**config.mk**
```make
export PLATFORM = sky130hd
export DESIGN_NAME = tft_window_setter
export DESIGN_NICKNAME = d
export VERILOG_FILES = /design/src/rtl/tftw_pkg.sv /design/src/rtl/tftw_orient_enc.sv /design/src/rtl/tftw_byte_mux.sv /design/src/rtl/tftw_seq_ctrl.sv /design/src/rtl/tft_window_setter.sv
export SDC_FILE = /design/constraint.sdc
export NUM_CORES = 1
export LEC_CHECK = 0
export BUFFER_PORTS_ARGS = -buffer_cell sky130_fd_sc_hd__buf_2
export CAP_MARGIN = 0
export CORE_AREA = 2 2 94 78
export DETAILED_ROUTE_END_ITERATION = 6
export DIE_AREA = 0 0 96 80
export MAX_ROUTING_LAYER = met4
export PLACE_DENSITY = 0.84
export SYNTH_ARGS = -nofsm -noshare
export SYNTH_HDL_FRONTEND = slang
export SYNTH_HIERARCHICAL = 1
export SYNTH_SLANG_ARGS = --single-unit
```
**constraint.sdc**
```tcl
create_clock -name clk -period 4.16 [get_ports clk]
set_input_delay 0.208 -clock clk [delete_from_list [all_inputs] [get_ports clk]]
set_output_delay 0.208 -clock clk [all_outputs]
set_load 0.03 [all_outputs]
```
**src/rtl/tftw_pkg.sv**
```systemverilog
package tftw_pkg;
  localparam logic [7:0] CMD_COL_RANGE = 8'h2A;
  localparam logic [7:0] CMD_ROW_RANGE = 8'h2B;
  localparam logic [7:0] CMD_MEM_WRITE = 8'h2C;
  localparam logic [7:0] CMD_ORIENT    = 8'h36;

  // bit positions inside the orientation parameter
  localparam int OB_ROW_ORDER = 7;
  localparam int OB_COL_ORDER = 6;
  localparam int OB_SWAP_XY   = 5;
  localparam int OB_VSCAN     = 4;
  localparam int OB_COLOR_ORD = 3;
  localparam int OB_HSCAN     = 2;

  typedef enum logic [3:0] {
    ST_ORI_CMD, ST_ORI_PAR,
    ST_COL_CMD, ST_COL_FH, ST_COL_FL, ST_COL_LH, ST_COL_LL,
    ST_ROW_CMD, ST_ROW_FH, ST_ROW_FL, ST_ROW_LH, ST_ROW_LL,
    ST_MEM_CMD
  } step_e;
endpackage

```
**src/rtl/tftw_orient_enc.sv**
```systemverilog
module tftw_orient_enc
  import tftw_pkg::*;
(
  input  logic [1:0] rot,
  input  logic       bgr,
  output logic [7:0] code
);
  always_comb begin
    code = '0;
    unique case (rot)
      2'd0: code[OB_COL_ORDER] = 1'b1;
      2'd1: begin
        code[OB_ROW_ORDER] = 1'b1;
        code[OB_COL_ORDER] = 1'b1;
        code[OB_SWAP_XY]   = 1'b1;
      end
      2'd2: code[OB_ROW_ORDER] = 1'b1;
      default: begin
        code[OB_SWAP_XY] = 1'b1;
        code[OB_VSCAN]   = 1'b1;
      end
    endcase
    code[OB_HSCAN]     = 1'b0;
    code[OB_COLOR_ORD] = bgr;
  end
endmodule

```
**src/rtl/tftw_byte_mux.sv**
```systemverilog
module tftw_byte_mux
  import tftw_pkg::*;
#(
  parameter int COORD_W = 16
) (
  input  step_e              step,
  input  logic [COORD_W-1:0] col_first,
  input  logic [COORD_W-1:0] col_last,
  input  logic [COORD_W-1:0] row_first,
  input  logic [COORD_W-1:0] row_last,
  input  logic [7:0]         orient_code,
  output logic [7:0]         byte_o,
  output logic               is_data
);
  localparam int WIDE_W = 16;

  logic [WIDE_W-1:0] cf_w, cl_w, rf_w, rl_w;

  assign cf_w = WIDE_W'(col_first);
  assign cl_w = WIDE_W'(col_last);
  assign rf_w = WIDE_W'(row_first);
  assign rl_w = WIDE_W'(row_last);

  always_comb begin
    is_data = 1'b1;
    unique case (step)
      ST_ORI_CMD: begin byte_o = CMD_ORIENT;    is_data = 1'b0; end
      ST_ORI_PAR: byte_o = orient_code;
      ST_COL_CMD: begin byte_o = CMD_COL_RANGE; is_data = 1'b0; end
      ST_COL_FH:  byte_o = cf_w[15:8];
      ST_COL_FL:  byte_o = cf_w[7:0];
      ST_COL_LH:  byte_o = cl_w[15:8];
      ST_COL_LL:  byte_o = cl_w[7:0];
      ST_ROW_CMD: begin byte_o = CMD_ROW_RANGE; is_data = 1'b0; end
      ST_ROW_FH:  byte_o = rf_w[15:8];
      ST_ROW_FL:  byte_o = rf_w[7:0];
      ST_ROW_LH:  byte_o = rl_w[15:8];
      ST_ROW_LL:  byte_o = rl_w[7:0];
      default:    begin byte_o = CMD_MEM_WRITE; is_data = 1'b0; end
    endcase
  end
endmodule

```
**src/rtl/tftw_seq_ctrl.sv**
```systemverilog
module tftw_seq_ctrl
  import tftw_pkg::*;
(
  input  logic  clk,
  input  logic  rst_n,
  input  logic  start,
  input  logic  need_orient,
  input  logic  accept,
  output logic  busy,
  output step_e step
);
  logic  busy_d;
  step_e step_d;

  always_comb begin
    busy_d = busy;
    step_d = step;
    if (!busy) begin
      if (start) begin
        busy_d = 1'b1;
        step_d = need_orient ? ST_ORI_CMD : ST_COL_CMD;
      end
    end else if (accept) begin
      if (step == ST_MEM_CMD) busy_d = 1'b0;
      else                    step_d = step_e'(4'(step) + 4'd1);
    end
  end

  always_ff @(posedge clk or negedge rst_n) begin
    if (!rst_n) begin
      busy <= 1'b0;
      step <= ST_COL_CMD;
    end else begin
      busy <= busy_d;
      step <= step_d;
    end
  end
endmodule

```
**src/rtl/tft_window_setter.sv**
```systemverilog
module tft_window_setter
  import tftw_pkg::*;
#(
  parameter int COORD_W = 16
) (
  input  logic               clk,
  input  logic               rst_n,
  input  logic               req_valid,
  input  logic [COORD_W-1:0] req_col_first,
  input  logic [COORD_W-1:0] req_col_last,
  input  logic [COORD_W-1:0] req_row_first,
  input  logic [COORD_W-1:0] req_row_last,
  input  logic [1:0]         req_rot,
  input  logic               cfg_bgr,
  output logic               busy,
  output logic               out_valid,
  output logic [7:0]         out_byte,
  output logic               out_is_data,
  input  logic               out_ready
);
  localparam int SYNC_STAGES = 2;

  // reset asserts at once, releases after SYNC_STAGES edges
  logic [SYNC_STAGES-1:0] rst_pipe;
  logic                   rst_int_n;

  always_ff @(posedge clk or negedge rst_n) begin
    if (!rst_n) rst_pipe <= '0;
    else        rst_pipe <= {rst_pipe[SYNC_STAGES-2:0], 1'b1};
  end
  assign rst_int_n = rst_pipe[SYNC_STAGES-1];

  logic [COORD_W-1:0] cf_q, cl_q, rf_q, rl_q;
  logic [1:0]         rot_q;
  logic               bgr_q;
  logic               known_q;
  logic               start, need_orient, accept;
  step_e              step;
  logic [7:0]         orient_code;

  assign start       = req_valid && !busy && rst_int_n;
  assign need_orient = !known_q || (req_rot != rot_q) || (cfg_bgr != bgr_q);
  assign accept      = busy && out_ready;

  // request capture, clock-enabled by acceptance
  always_ff @(posedge clk or negedge rst_int_n) begin
    if (!rst_int_n) begin
      cf_q    <= '0;
      cl_q    <= '0;
      rf_q    <= '0;
      rl_q    <= '0;
      rot_q   <= '0;
      bgr_q   <= 1'b0;
      known_q <= 1'b0;
    end else if (start) begin
      cf_q    <= req_col_first;
      cl_q    <= req_col_last;
      rf_q    <= req_row_first;
      rl_q    <= req_row_last;
      rot_q   <= req_rot;
      bgr_q   <= cfg_bgr;
      known_q <= 1'b1;
    end
  end

  tftw_seq_ctrl u_seq (
    .clk         (clk),
    .rst_n       (rst_int_n),
    .start       (start),
    .need_orient (need_orient),
    .accept      (accept),
    .busy        (busy),
    .step        (step)
  );

  tftw_orient_enc u_enc (
    .rot  (rot_q),
    .bgr  (bgr_q),
    .code (orient_code)
  );

  tftw_byte_mux #(.COORD_W(COORD_W)) u_mux (
    .step        (step),
    .col_first   (cf_q),
    .col_last    (cl_q),
    .row_first   (rf_q),
    .row_last    (rl_q),
    .orient_code (orient_code),
    .byte_o      (out_byte),
    .is_data     (out_is_data)
  );

  assign out_valid = busy;
endmodule

```
==> reports/summary.txt <==
Die Y: 80 µm
M1 GR Usage: 33.8%
Clock Path Buffers: 2
Status: complete, no violations
Met2 Usage GRT: 35.9%
IO Pins: 82
Port Buffer Count: 81
Die Wd: 96 µm
Clock Sink Count: 75
Clock root buffer master: clkbuf_8
Critical Path Start Type: flop
Max Clk Rate: 0.329 GHz
Detailed Routing Iterations Pass 1: 7
Core Area: 0.00672 mm²
Hold Path End: cl_q[12]
DR iter-0 viols: 214
FF-to-FF path depth: 5
Via count: 2833
Tcrit/Tclk final: 73.1%
R2r startpoint: u_seq/busy
Least-Margin Pin Slew: 1.06 ns
Setup repair bufs after CTS: 0
YS warnings: 6
Starting Density: 58.1%
CTS Buf Count: 9
Final Hold Violating Endpoints: 0
Worst R2R Setup Slack: 1.81 ns
Syn avg cell area: 12.1 µm²
GRT Total Usage: 24.6%
Number of antenna-violating nets in the routed design: 0
Most common cell after layout, fill and taps aside: buf_2
Hold Crit Class: in -> reg
Final instance area: 0.00445 mm²
Die Area: 0.00768 mm²
P&R area growth vs syn: 14.0%
Hold path startpoint: req_col_last[12]
Dpl cell area: 0.00424 mm²
Skew final: 0.00697 ns
CP max FO: 33
Antenna cells: 0
Rows: 27
Nets@finish: 470
Crit path time final: 3.04 ns
RSZ-0062 raised after global routing: no
DRC: 0
Setup-failing EPs final: 0
Reg2reg end: u_seq/step[1]
GRT met3 Usage: 5.57%
FFs w/ async S/R, synth: 100%
CTS tree: yes
Worst EP arrival: 2.83 ns
Routed len/inst: 17.7 µm
Crit end category: output pin
Worst skew pair latency: 0.36 ns
First-pass GRT wire length: 13.9 mm
Routed WL: 8.56 mm
H-Tree Level Count: 3
CP Class: reg -> out
Reg clk slew, reported paths: 0.08 ns
Worst rel slew slack: 29.5%
GRT overflow: 0
Total power: 3.38 mW
Placed wire-length estimate: 6.02 mm
Layout cells sized above 1: 45.2%
Post-synth cell types: 60
Post-CTS sizing: 0
Hold depth: 2
Leak pwr: 2.08 nW
Number of synthesized flops with an enable pin: 0
Slew Limit Fails: 0
Vias in the first global route: 2755
Worst path required time: 3.95 ns
Cells after synthesis: 322
P per Cell Area: 760 mW/mm²
Vias per Instance: 5.84
Most Crowded Layer GR: met2
Register area share after synthesis: 48.1%
Initial antenna violation count: 0
Hold buffer count at CTS: 1
GPL Wtd Cong: 0.834
Util after Layout: 66.3%
Post-Syn Area: 0.00391 mm²
Ys flop type: dfrtp_1
TNS Setup: 0 ns
Pin count of the biggest net entering global routing: 74
Most frequent cells in the layout: buf_2 (81), dfrtp_1 (73), mux2_2 (59)
VDD IR-drop max: 0.000317 V
# Max-Cap Violations: 0
#FFs+latches synth: 75
-- worst max-delay path by stage --
stage	endpoint	cells after the start	start	slack, ns
6_report	out_byte[7]	4	u_seq/step[3]	1.12
5_1_grt	out_byte[7]	4	u_seq/step[3]	0.95
4_1_cts	out_byte[7]	4	u_seq/step[3]	1.17
3_5_place_dp	out_byte[7]	4	u_seq/step[3]	1.56
3_3_place_gp	out_byte[2]	5	u_seq/step[1]	1.68
2_1_floorplan	u_seq/step[1]	7	rst_pipe[1]	1.11
-- layer usage --
metal	vias up	wire length [µm]
li1	1298	-
met1	1374	3790
met2	136	3930
met3	25	608
met4	0	240
met5	-	0
-- where the power goes --
part,total (mW),internal [mW],switching (mW)
combinational,1.34,0.677,0.665
sequential,1.48,1.09,0.396
clock,0.560,0.281,0.279
-- state kept, by name, indices dropped and copies added, names as in the netlist --
name and count:
cf_q 16, cl_q 16, rf_q 16, rl_q 16
u_seq/step 4, rot_q 2, rst_pipe 2, bgr_q 1
known_q 1, u_seq/busy 1
-- area by class of cell --
cell class,count,area (µm²)
Multi-Input combinational cell,210,1790
Clock inverter,7,76.3
Inverter,14,52.6
Clock buffer,9,124
Tap cell,87,109
Fill cell,515,2270
Timing Repair Buffer,83,423
Sequential cell,75,1880
-- through the flow --
step	worst slack [ns]	std cells	hold slack, ns
final	1.12	485	0.0773
after CTS	1.17	485	0.0709
after global placement	1.68	468	-0.00414
after detailed placement	1.56	468	-0.00415
after floorplan	1.11	324	-0.0876
after global routing	0.951	485	0.0637
-- logic make-up (layout without fill, tap and decap cells) --
family,count (synthesis),count (layout),synth area share (%)
AO/OA/AOI/OAI,64,64,12.2
XOR/XNOR,3,3,0.673
adder cells (fa/ha/maj),6,6,1.92
buffers and inverters,39,113,6.31
flip-flops,75,75,48.1
multiplexers,75,75,22.1
other,2,4,0.192
AND/OR/NAND/NOR,58,58,8.49
-- Yosys cell counts, types with 6 or more instances --
| cell | n | area share, % |
|---|---|---|
| nand3_1 | 10 | 1.3 |
| nand2_1 | 11 | 1.1 |
| mux2_4 | 8 | 3.1 |
| ha_1 | 6 | 1.9 |
| dfrtp_1 | 74 | 47 |
| mux2i_1 | 8 | 2.0 |
| buf_2 | 8 | 1.0 |
| o21ai_0 | 9 | 1.2 |
| nor2_1 | 13 | 1.2 |
| buf_4 | 10 | 1.9 |
| buf_6 | 7 | 2.0 |
| a221oi_1 | 8 | 1.8 |
| inv_1 | 12 | 1.2 |
| a21oi_1 | 13 | 1.7 |
| mux2_2 | 59 | 17 |
-- worst max-delay path, stage by stage, from the launching register on --
cell and delay (ns):
dfrtp_1 1.04, nor2b_4 0.54, a221oi_1 0.18, o32ai_1 0.44
buf_2 0.28
(Power assumes the default switching activity.)
